$ cat src/rtl/bkpt_pkg.sv
package bkpt_pkg;

    typedef enum logic [1:0] {
        AM_OFF = 2'd0,
        AM_EQ  = 2'd1,
        AM_IN  = 2'd2,
        AM_OUT = 2'd3
    } amode_e;

    // one bit per base term
    typedef struct packed {
        logic a1;
        logic a0;
        logic pc;
    } terms_t;

    typedef struct packed {
        logic   legal;
        logic   two;
        terms_t first;
        terms_t second;
    } plan_t;

    localparam terms_t T_NONE = '{a1: 1'b0, a0: 1'b0, pc: 1'b0};
    localparam terms_t T_PC   = '{a1: 1'b0, a0: 1'b0, pc: 1'b1};
    localparam terms_t T_A0   = '{a1: 1'b0, a0: 1'b1, pc: 1'b0};
    localparam terms_t T_A1   = '{a1: 1'b1, a0: 1'b0, pc: 1'b0};

    function automatic plan_t decode_sel(input logic [3:0] sel);
        plan_t p;
        p.legal  = 1'b1;
        p.two    = 1'b0;
        p.first  = T_NONE;
        p.second = T_NONE;
        case (sel)
            4'd1:  p.first = T_PC;
            4'd2:  p.first = T_PC | T_A0;
            4'd3:  p.first = T_PC | T_A0 | T_A1;
            4'd4:  p.first = T_A0;
            4'd5:  p.first = T_A0 | T_A1;
            4'd6:  p.first = T_A1;
            4'd8:  begin p.two = 1'b1; p.first = T_PC; p.second = T_A0;        end
            4'd9:  begin p.two = 1'b1; p.first = T_PC; p.second = T_A0 | T_A1; end
            4'd10: begin p.two = 1'b1; p.first = T_PC; p.second = T_A1;        end
            4'd11: begin p.two = 1'b1; p.first = T_A0; p.second = T_A1;        end
            4'd12: begin p.two = 1'b1; p.first = T_A1; p.second = T_A0;        end
            4'd13: begin p.two = 1'b1; p.first = T_A0; p.second = T_PC;        end
            4'd14: begin p.two = 1'b1; p.first = T_A1; p.second = T_PC;        end
            default: p.legal = 1'b0;
        endcase
        return p;
    endfunction

endpackage

$ cat src/rtl/bkpt_addr_term.sv
module bkpt_addr_term
    import bkpt_pkg::*;
#(
    parameter int AW = 32,
    parameter int DW = 32
) (
    input  logic          clk,
    input  logic          rst,
    input  logic [1:0]    mode,
    input  logic [AW-1:0] lo,
    input  logic [AW-1:0] hi,
    input  logic          den,
    input  logic [DW-1:0] dval,
    input  logic [DW-1:0] dmask,
    input  logic          valid,
    input  logic [AW-1:0] addr,
    input  logic [DW-1:0] data,
    output logic          hit
);

    amode_e mode_e;
    logic   below_lo;
    logic   above_hi;
    logic   addr_ok;
    logic   data_ok;

    always_comb begin
        mode_e   = amode_e'(mode);
        below_lo = addr < lo;
        above_hi = addr > hi;
        case (mode_e)
            AM_EQ:   addr_ok = (addr == lo);
            AM_IN:   addr_ok = !below_lo && !above_hi;
            AM_OUT:  addr_ok = below_lo || above_hi;
            default: addr_ok = 1'b0;
        endcase
        data_ok = !den || (((data ^ dval) & ~dmask) == '0);
        hit     = valid && addr_ok && data_ok;
    end


    mode_off_chk: assert property (@(posedge clk) disable iff (rst)
        (mode == 2'd0) |-> !hit);

    idle_bus_chk: assert property (@(posedge clk) disable iff (rst)
        !valid |-> !hit);

    range_bound_chk: assert property (@(posedge clk) disable iff (rst)
        (valid && mode == 2'd2 && !den && lo <= hi && (addr == lo || addr == hi)) |-> hit);

    outside_bound_chk: assert property (@(posedge clk) disable iff (rst)
        (mode == 2'd3 && (addr == lo || addr == hi)) |-> !hit);

endmodule

$ cat src/rtl/bkpt_seq.sv
module bkpt_seq
    import bkpt_pkg::*;
(
    input  logic       clk,
    input  logic       rst,
    input  logic [3:0] sel,
    input  logic       cfg_wr,
    input  logic       rearm,
    input  terms_t     terms,
    output logic       trig,
    output logic       armed
);

    plan_t p;
    logic  hit_first;
    logic  hit_second;
    logic  clr;
    logic  trig_d;
    logic  armed_d;
    logic  trig_q;
    logic  armed_q;

    always_comb begin
        p          = decode_sel(sel);
        hit_first  = |(p.first & terms);
        hit_second = |(p.second & terms);
        clr        = rearm || cfg_wr;
        trig_d     = 1'b0;
        armed_d    = armed_q;
        if (clr || !p.legal) begin
            armed_d = 1'b0;
        end else if (!p.two) begin
            trig_d  = hit_first;
            armed_d = 1'b0;
        end else if (armed_q) begin
            if (hit_second) begin
                trig_d  = 1'b1;
                armed_d = 1'b0;
            end
        end else if (hit_first) begin
            armed_d = 1'b1;
        end
    end

    always_ff @(posedge clk) begin
        if (rst) begin
            trig_q  <= 1'b0;
            armed_q <= 1'b0;
        end else begin
            trig_q  <= trig_d;
            armed_q <= armed_d;
        end
    end

    assign trig  = trig_q;
    assign armed = armed_q;


    fire_disarm_chk: assert property (@(posedge clk) disable iff (rst)
        trig_q |-> !armed_q);

    clear_quiet_chk: assert property (@(posedge clk) disable iff (rst)
        (rearm || cfg_wr) |=> (!armed_q && !trig_q));

    illegal_quiet_chk: assert property (@(posedge clk) disable iff (rst)
        !decode_sel(sel).legal |=> (!armed_q && !trig_q));

    one_level_noarm_chk: assert property (@(posedge clk) disable iff (rst)
        !decode_sel(sel).two |=> !armed_q);

    arm_before_fire_chk: assert property (@(posedge clk) disable iff (rst)
        (decode_sel(sel).two && !armed_q) |=> !trig_q);

endmodule

$ cat src/rtl/bkpt_trigger.sv
module bkpt_trigger
    import bkpt_pkg::*;
#(
    parameter int AW = 32,
    parameter int DW = 32
) (
    input  logic          clk,
    input  logic          rst,
    input  logic [3:0]    cfg_sel,
    input  logic          cfg_wr,
    input  logic          rearm,
    input  logic [AW-1:0] pc_ref,
    input  logic          pc_valid,
    input  logic [AW-1:0] pc,
    input  logic [1:0]    a0_mode,
    input  logic [AW-1:0] a0_lo,
    input  logic [AW-1:0] a0_hi,
    input  logic          a0_den,
    input  logic [DW-1:0] a0_dval,
    input  logic [DW-1:0] a0_dmask,
    input  logic [1:0]    a1_mode,
    input  logic [AW-1:0] a1_lo,
    input  logic [AW-1:0] a1_hi,
    input  logic          a1_den,
    input  logic [DW-1:0] a1_dval,
    input  logic [DW-1:0] a1_dmask,
    input  logic          bus_valid,
    input  logic [AW-1:0] bus_addr,
    input  logic [DW-1:0] bus_data,
    output logic          trig,
    output logic          armed
);

    localparam int NCMP = 2;

    logic [1:0]    mode_a  [NCMP];
    logic [AW-1:0] lo_a    [NCMP];
    logic [AW-1:0] hi_a    [NCMP];
    logic          den_a   [NCMP];
    logic [DW-1:0] dval_a  [NCMP];
    logic [DW-1:0] dmask_a [NCMP];
    logic [NCMP-1:0] addr_hit;
    terms_t        terms;

    assign mode_a[0]  = a0_mode;
    assign lo_a[0]    = a0_lo;
    assign hi_a[0]    = a0_hi;
    assign den_a[0]   = a0_den;
    assign dval_a[0]  = a0_dval;
    assign dmask_a[0] = a0_dmask;
    assign mode_a[1]  = a1_mode;
    assign lo_a[1]    = a1_lo;
    assign hi_a[1]    = a1_hi;
    assign den_a[1]   = a1_den;
    assign dval_a[1]  = a1_dval;
    assign dmask_a[1] = a1_dmask;

    for (genvar i = 0; i < NCMP; i++) begin : g_cmp
        bkpt_addr_term #(.AW(AW), .DW(DW)) u_term (
            .clk   (clk),
            .rst   (rst),
            .mode  (mode_a[i]),
            .lo    (lo_a[i]),
            .hi    (hi_a[i]),
            .den   (den_a[i]),
            .dval  (dval_a[i]),
            .dmask (dmask_a[i]),
            .valid (bus_valid),
            .addr  (bus_addr),
            .data  (bus_data),
            .hit   (addr_hit[i])
        );
    end

    always_comb begin
        terms.pc = pc_valid && (pc == pc_ref);
        terms.a0 = addr_hit[0];
        terms.a1 = addr_hit[1];
    end

    bkpt_seq u_seq (
        .clk    (clk),
        .rst    (rst),
        .sel    (cfg_sel),
        .cfg_wr (cfg_wr),
        .rearm  (rearm),
        .terms  (terms),
        .trig   (trig),
        .armed  (armed)
    );


    pc_idle_chk: assert property (@(posedge clk) disable iff (rst)
        !pc_valid |-> !terms.pc);

endmodule

$ cat config.mk
export PLATFORM = sky130hd
export DESIGN_NAME = bkpt_trigger
export DESIGN_NICKNAME = d
export VERILOG_FILES = /design/src/rtl/bkpt_pkg.sv /design/src/rtl/bkpt_addr_term.sv /design/src/rtl/bkpt_seq.sv /design/src/rtl/bkpt_trigger.sv
export SDC_FILE = /design/constraint.sdc
export NUM_CORES = 1
export LEC_CHECK = 0
export BUFFER_PORTS_ARGS = -buffer_cell sky130_fd_sc_hd__buf_2
export CORE_AREA = 5 5 152 154
export CTS_CLUSTER_DIAMETER = 50
export DETAILED_ROUTE_END_ITERATION = 8
export DIE_AREA = 0 0 157 159
export GPL_ROUTABILITY_DRIVEN = 0
export GPL_TIMING_DRIVEN = 0
export PLACE_DENSITY = 0.52
export RECOVER_POWER = 50
export SLEW_MARGIN = 20
export SYNTH_ARGS = -nofsm -noshare
export SYNTH_HDL_FRONTEND = slang
export SYNTH_SLANG_ARGS = --single-unit
export TNS_END_PERCENT = 20
$ cat constraint.sdc
create_clock -name clk -period 3.97 [get_ports clk]
set_clock_uncertainty 0.15 [all_clocks]
set_input_delay 0.1985 -clock clk [delete_from_list [all_inputs] [get_ports clk]]
set_output_delay 0.1985 -clock clk [all_outputs]
set_load 0.005 [all_outputs]
Yosys cells after proc, flatten, opt, wreduce, memory -nomap -nowiden:

Cells that the tools add are included.

* register bits after elaboration: 2
* output and inout port bits: 2

* magnitude comparators: 4
* equal/unequal tests: 22
* reductions and logical operators: 34
* mux-type cells: 12
* bitwise operators: 9

Operators by type and width (count)
* equality test 32 bit: 3
* AND 32 bit: 2
* greater-than comparator 32 bit: 2
* logical NOT 32 bit: 2
* < comparator 32 bit: 2
* NOT 32 bit: 2
* XOR 32 bit: 2
* equality test 4 bit (second input constant): 7
* case mux 3 bit (6 select lines): 1
* OR reduction 3 bit: 5
* OR reduction 13 bit: 1
* equality test 4 x 3 -> 1 bit (second input constant): 3
* case mux 3 bit (4 select lines): 1
* equality test 2 bit (second input constant): 4
* equality test 4 x 2 -> 1 bit (second input constant): 2
* 2-to-1 mux 1 bit: 8
* OR reduction 2 bit: 4
* logical AND 1 bit: 7
* logical NOT 1 bit: 7
* OR reduction 7 bit: 1
* AND 3 bit: 2
* logical OR 1 bit: 6
* case mux 1 bit (3 select lines): 2
* equality test 2 x 1 -> 1 bit (second input constant): 2
* 3 further kinds: 3

Logic depth before layout (Yosys ltp):

Gate-level depths: netlist (run 1).

* word-level depth: 11
* mapped depth: 12
* depth with buffers taken out: 12

By module:

Synthesis (run 1) repeated with hierarchy kept, for this count alone.

* cells, all modules: 648
* area, all modules: 4750.8 um2

By module, submodules not included
* bkpt_addr_term: area an instance 2083.2 um2, times used 2, cells each 288
* bkpt_trigger: area an instance 355.3 um2, times used 1, cells each 44
* bkpt_seq: area an instance 229.0 um2, times used 1, cells each 28

Least setup slack after synthesis (run 1):

No wires, ideal clock.

* kind: input to register
* from: in a0_hi[14]
* to: reg u_seq.trig_q (netlist: u_seq.trig)
* path slack: 1151 ps
* setup time: 141 ps
* stages on the path: 12
* arrival time: 2528 ps
* path through: inv_1 -> ha_1 -> a21oi_2 -> nand2_1 -> a221o_1 -> a211o_1 -> a2111oi_4 -> o221ai_2 -> mux2i_1 -> a41o_2 -> a221oi_1 -> a311oi_2

* word-level cells in the longest chain between the ends: 11
* elaborated cells on any way between the ends: 14

RTL lines
* start: declaration: RTL line bkpt_trigger.sv:17 `input logic [AW-1:0] a0_hi,`
* greater-than comparator 32 bit (*): RTL line bkpt_addr_term.sv:30 `above_hi = addr > hi;`
* logical NOT 1 bit: RTL line bkpt_addr_term.sv:33 `AM_IN: addr_ok = !below_lo && !above_hi;`
* logical AND 1 bit: RTL line bkpt_addr_term.sv:33
* case mux 1 bit (3 select lines) (*): RTL line bkpt_addr_term.sv:31 `case (mode_e)`
* logical AND 1 bit (*) (2 in a row): RTL line bkpt_addr_term.sv:38 `hit = valid && addr_ok && data_ok;`
* AND 3 bit: RTL line bkpt_seq.sv:26 `hit_second = |(p.second & terms);`
* OR reduction 3 bit: RTL line bkpt_seq.sv:26
* 2-to-1 mux 1 bit: RTL line bkpt_seq.sv:36 `if (hit_second) begin`
* 2-to-1 mux 1 bit: RTL line bkpt_seq.sv:35 `end else if (armed_q) begin`
* 2-to-1 mux 1 bit (*): RTL line bkpt_seq.sv:32 `end else if (!p.two) begin`
* end signal: assignment: RTL line bkpt_seq.sv:50 `trig_q <= trig_d;`
* end: declaration: RTL line bkpt_seq.sv:20 `logic trig_q;`

Every way passes the cells marked *; elsewhere a longest branch is shown, timed or not.
A chain may end at the register's enable or synchronous reset.

Worst setup path in the final report (run 1):

* from: in bus_addr[29]
* to: reg u_seq.trig_q (netlist: u_seq.trig)

* word-level cells in the longest chain between the ends: 11
* elaborated cells on any way between the ends: 27

RTL lines
* start: declaration: RTL line bkpt_trigger.sv:28 `input logic [AW-1:0] bus_addr,`
* < comparator 32 bit or greater-than comparator 32 bit (tied branches): RTL line bkpt_addr_term.sv:29, bkpt_addr_term.sv:30
* logical NOT 1 bit: RTL line bkpt_addr_term.sv:33
* logical AND 1 bit: RTL line bkpt_addr_term.sv:33
* case mux 1 bit (3 select lines): RTL line bkpt_addr_term.sv:31
* logical AND 1 bit (2 in a row): RTL line bkpt_addr_term.sv:38
* AND 3 bit: RTL line bkpt_seq.sv:26
* OR reduction 3 bit: RTL line bkpt_seq.sv:26
* 2-to-1 mux 1 bit: RTL line bkpt_seq.sv:36
* 2-to-1 mux 1 bit: RTL line bkpt_seq.sv:35
* 2-to-1 mux 1 bit (*): RTL line bkpt_seq.sv:32

Marked as above.

==> metrics.cfg, run 1 <==
[status]
status = finished clean

[grt]
grt_pass1_vias = 6256
antenna_found_initial = 18
grt_pass1_wl_mm = 33.47
grt_start_max_net_pins = 11
grt_overflow = 0
grtUsageTotal = 0.1708

[cells_and_area]
area_growth_pct = 51.40
fin_cells = 1343
final_core_util = 0.3334
final_area_sq_mm = 0.007187
drive_gt1_frac = 0.3863
fill_cells = 2435
finalNetCount = 1581

[clock_tree]
cts_resized = 0
clk_latency_ns = 0.22
cts_tree = built
hold_buffers = 0
clock-sinks = 2
post_cts_buffers = 0
numCtsBuffers = 3
cts_root_buf = clkbuf_16
cts_max_path_buffers = 2
clkSlewWorstSetupHoldPaths_ns = 0.03
cts_htree_levels = 1

[critical_path]
crit_required_ns = 3.95
slowest_delay_ns = 0.53
worstPathCellList = buf_2, ha_1, a21o_1, a21o_1, a211oi_1, nand4_1, a211oi_1, mux2i_1, and3_1, o2111ai_1, a311oi_2
end_kind = flop
slowest_stage = a211oi_1
critPathArrivalTime_ns = 3.11
cp-start-kind = input port
cp_max_fo = 4
crit_type = in -> reg

[yosys]
ys_top_cells_by_area = ha_1 34%, xnor2_1 17%, inv_1 11%
yosysTopAreaCellShare = 0.3374
synth_cells = 651
synth_edf_count = 0
synth_nets = 1179
async_flop_share = 0
synthDistinctLibCells = 45
ys_ff_latch = 2
avgSynthCellArea_sq_um = 7.292
ys.flop_type = dfxtp_1
ys_seq_area_frac = 0.008434
yosys_warnings = 0
yosysTopAreaCell = ha_1
syn_area_sq_mm = 0.004747

[placement]
place_ws_ns = 0.5784
port_buffers = 397
dpl.hpwl_mm = 21.47
placed_cell_area_sq_mm = 0.007084
dp.cells = 1328

[power_and_ir_drop]
ir_drop_mv = 0.4336
leakage_nw = 4.100
finalPower_mw = 0.8660
powerDensity_mw_per_mm2 = 120.5

[sta]
finalCritPeriodShare = 0.7886
worst_pin_slew_ns = 0.9206
finalSetupViolations = 0
hold_viol = 0
timing.hold.ws_ns = 0.2208
slew_viol_final = 0
fmax_mhz = 319.4
relSlewSlack = 0.3806
finalSetupTns_ns = 0
fin_crit_ns = 3.131
layout_setup_ws_ns = 0.8392
rsz0062_at_grt = false

[die]
io_pins = 402
coreArea_sq_mm = 0.02155
die_x_um = 157
die_h_um = 159
initial_core_util = 0.2202
dieArea_sq_mm = 0.02496
row_count = 54

[drt]
dr.pass1.iters = 4
wl_per_cell_um = 16.96
vias_per_cell = 4.488
drc = 0
ant_nets = 0
vias = 6027
drt_iter0_drc = 182
routed_wl_mm = 22.77

[run]
maxCapViolCount = 0

[min_path]
min_path_type = in -> reg

report_power, final:
part           leakage (nW)  switching [mW]  internal (mW)  total [mW]
Sequential           0.0161        0.000101         0.0205      0.0206
Clock                0.0370          0.0220          0.128       0.150
Combinational          4.05           0.333          0.362       0.695
Total                  4.10           0.355          0.511       0.866
cell type report:
type,instances,area (sq um),share of cell area
Tap cell,280,350.3,0.04875
Inverter,135,506.7,0.07051
Timing Repair Buffer,397,1984,0.2761
Antenna cell,12,30.03,0.004178
Clock buffer,3,75.07,0.01045
Buffer,4,25.02,0.003482
Multi-Input combinational cell,510,4175,0.5810
Sequential cell,2,40.04,0.005571
metal layers:
| layer | vias to the layer above | routed length [um] | track usage |
|---|---|---|---|
| met3 | 30 | 1845 | 0.03751 |
| met1 | 2616 | 8910 | 0.2024 |
| li1 | 3146 | - | - |
| met2 | 217 | 11720 | 0.3084 |
| met5 | - | 103 | 0 |
| met4 | 18 | 199 | 0.04418 |
cells by family (layout without fill, tap and decap cells):
logic type	count (synthesis)	in the layout	synth area share
other	0	12	0
adder cells (fa/ha/maj)	129	129	0.3395
multiplexers	2	2	0.004217
AO/OA/AOI/OAI	156	156	0.2177
AND/OR/NAND/NOR	128	128	0.1429
flip-flops	2	2	0.008435
XOR/XNOR	95	95	0.1753
buffers and inverters	139	539	0.1120
cell usage after synthesis, types with 6 or more instances:
| master | number |
|---|---|
| a21o_1 | 18 |
| a21oi_1 | 48 |
| and4_1 | 6 |
| ha_1 | 128 |
| inv_1 | 135 |
| nand2_1 | 32 |
| nand3_1 | 13 |
| nand4_1 | 35 |
| nor2_1 | 12 |
| nor3_1 | 10 |
| nor4_1 | 12 |
| o21ai_0 | 19 |
| o22ai_1 | 33 |
| xnor2_1 | 91 |
flip-flops by register name (all words and copies together) (netlist names):
name and count:
u_seq.armed 1, u_seq.trig 1
layout by cell type (no fill, tap or decap), drive strengths merged, types with 13 or more instances in the layout:
master  instances
inv           135
ha            128
o22ai          33
nand4          35
nand3          13
o21ai          20
xnor2          91
a21o           18
nand2          32
a21oi          50
buf           395
critical path, delay by kind of cell:
| family | cells | cell delay, ns |
|---|---|---|
| buffers and inverters | 1 | 0.14 |
| AOI/OAI and AO/OA | 6 | 1.63 |
| and+or+nand+nor | 2 | 0.43 |
| muxes | 1 | 0.40 |
| adders and majority gates | 1 | 0.30 |
worst paths after layout:
check	endpoint	startpoint	cells past startpoint	slack (ns)
max	u_seq.trig	bus_addr[29]	11	0.84
min	u_seq.trig	rearm	4	0.22
max reg2reg	u_seq.trig	u_seq.armed	5	2.55
min reg2reg	u_seq.trig	u_seq.armed	2	0.49
Power figures use the tool's default switching activity.
==> run 2, diff against run 1 <==
- PLACE_DENSITY: 0.52 -> 0.54
- clock period: 3.97 -> 2.8 ns (I/O delays scaled with it)
==> run 2 against run 1 <==
Compared with the run above:
- global-route usage rose by 0.23 points
- sequential power rose by 42%
- clock power rose by 43%
- register-to-register slack got worse by 1.3 ns
- via count rose by 1.6%
- setup slack got worse by 0.83 ns
- largest cell class unchanged
- largest power group unchanged
- highest routed layer unchanged
==> metrics.cfg, run 2 (synthesis results as in run 1) <==
[status]
status = finished clean

[grt]
grt_overflow = 0
grtUsageTotal = 0.1731
antenna_found_initial = 18
grt_start_max_net_pins = 11
grt_pass1_wl_mm = 33.70
grt_pass1_vias = 6371

[clock_tree]
clkSlewWorstSetupHoldPaths_ns = 0.03
cts_max_path_buffers = 2
cts_root_buf = clkbuf_16
cts_tree = built
hold_buffers = 0
cts_htree_levels = 1
clock-sinks = 2
clk_latency_ns = 0.22
numCtsBuffers = 3

[critical_path]
critPathArrivalTime_ns = 2.75
slowest_delay_ns = 0.35
end_kind = flop
crit_type = in -> reg
worstPathCellList = buf_6, ha_4, a21oi_2, o21ai_2, a221o_1, a211o_1, a2111oi_4, o221ai_2, mux2i_4, a41o_2, and3_4, o211a_1
cp-start-kind = input port
crit_required_ns = 2.75
slowest_stage = a2111oi_4
cp_max_fo = 4

[die]
die_x_um = 157
dieArea_sq_mm = 0.02496
die_h_um = 159
coreArea_sq_mm = 0.02155
initial_core_util = 0.2202
io_pins = 402
row_count = 54

[sta]
rsz0062_at_grt = true
finalSetupTns_ns = 0
worst_pin_slew_ns = 0.6065
slew_viol_final = 0
hold_viol = 0
timing.hold.ws_ns = 0.1755
finalSetupViolations = 0
fmax_mhz = 358.1
relSlewSlack = 0.5920
fin_crit_ns = 2.792
finalCritPeriodShare = 0.9973

[power_and_ir_drop]
p_sw_mw = 0.5574
ir_drop_mv = 0.2752
swShare = 0.4176
p_comb_frac = 0.817
internal_power_mw = 0.7773
leakage_nw = 4.176
clkPwrFrac = 0.161
seqPwrFrac = 0.022
powerDensity_mw_per_mm2 = 173.9

[cells_and_area]
mostFrequentLayoutCell = buf_2
fill_cells = 2344
final_core_util = 0.3562
finalNetCount = 1590
mostFrequentLayoutCells = 385 x buf_2, 123 x inv_1, 112 x ha_1, 91 x xnor2_1, 43 x a21oi_1
area_growth_pct = 61.73
drive_gt1_frac = 0.4396

[min_path]
min_path_type = in -> reg

[drt]
drc = 0
routed_wl_mm = 23.57
drt_iter0_drc = 176
vias_per_cell = 4.532
wl_per_cell_um = 17.45
vias = 6123
ant_nets = 0
dr.pass1.iters = 4

[placement]
port_buffers = 397
dpl.hpwl_mm = 21.81

[run]
maxCapViolCount = 0

-- run 2: power by group through the flow --
stage                     combinational [mW]  sequential [mW]  clock, mW
final                                   1.09           0.0292      0.215
after global placement                 0.990           0.0295          0
after global routing                    1.22           0.0293      0.222
after detailed placement                1.00           0.0295          0
after floorplan                        0.518           0.0296          0
after CTS                               1.06           0.0292      0.217
-- run 2: routing by layer --
| layer | part of all wire | GRT usage | vias up |
|---|---|---|---|
| met3 | 0.076 | 0.03805 | 37 |
| met4 | 0.025 | 0.04773 | 14 |
| met5 | 0.0036 | 0 | - |
| met1 | 0.38 | 0.1983 | 2670 |
| li1 | - | - | 3168 |
| met2 | 0.52 | 0.3191 | 234 |
-- run 2: critical path: cells and delay by family --
family | cells | cell delay, ns
and+or+nand+nor | 1 | 0.17
AOI/OAI and AO/OA | 8 | 1.86
adders and majority gates | 1 | 0.24
muxes | 1 | 0.23
buffers and inverters | 1 | 0.11
-- run 2: layout make-up --
type,instances,area (sq um),share of cell area
antenna,11,27.53,0.003585
buffer,4,25.02,0.003259
clock buffer,3,75.07,0.009778
inverter,135,515.5,0.06714
multi-input combinational,510,4533,0.5905
sequential,2,40.04,0.005215
tap,280,350.3,0.04563
timing repair buffer,406,2111,0.2749
-- run 2: path summary, 6_finish.rpt --
| kind | slack, ns | depth (start not counted) | start | end |
|---|---|---|---|---|
| max reg2reg | 1.27 | 5 | u_seq.armed | u_seq.trig |
| min | 0.18 | 4 | rearm | u_seq.trig |
| max | 0.008 | 12 | bus_addr[5] | u_seq.armed |
| min reg2reg | 0.48 | 2 | u_seq.armed | u_seq.trig |
-- run 2: stage by stage --
stage	setup slack, ns	instances	total power [mW]	cell area, sq um
2_1_floorplan	0.03996	651	0.5474	4747
3_3_place_gp	-0.5114	1328	1.019	7084
3_5_place_dp	-0.4987	1328	1.032	7084
4_1_cts	-0.06115	1336	1.306	7425
5_1_grt	-0.08579	1351	1.476	7677
6_report	0.007549	1351	1.335	7677
-- run 2: repair_timing --
| item | CTS | global route |
|---|---|---|
| cloned | 0 | 0 |
| endpoints found under the setup margin | 2 | 2 |
| buffers inserted | 5 | 4 |
| pin swaps | 14 | 27 |
| gates resized for setup | 46 | 34 |
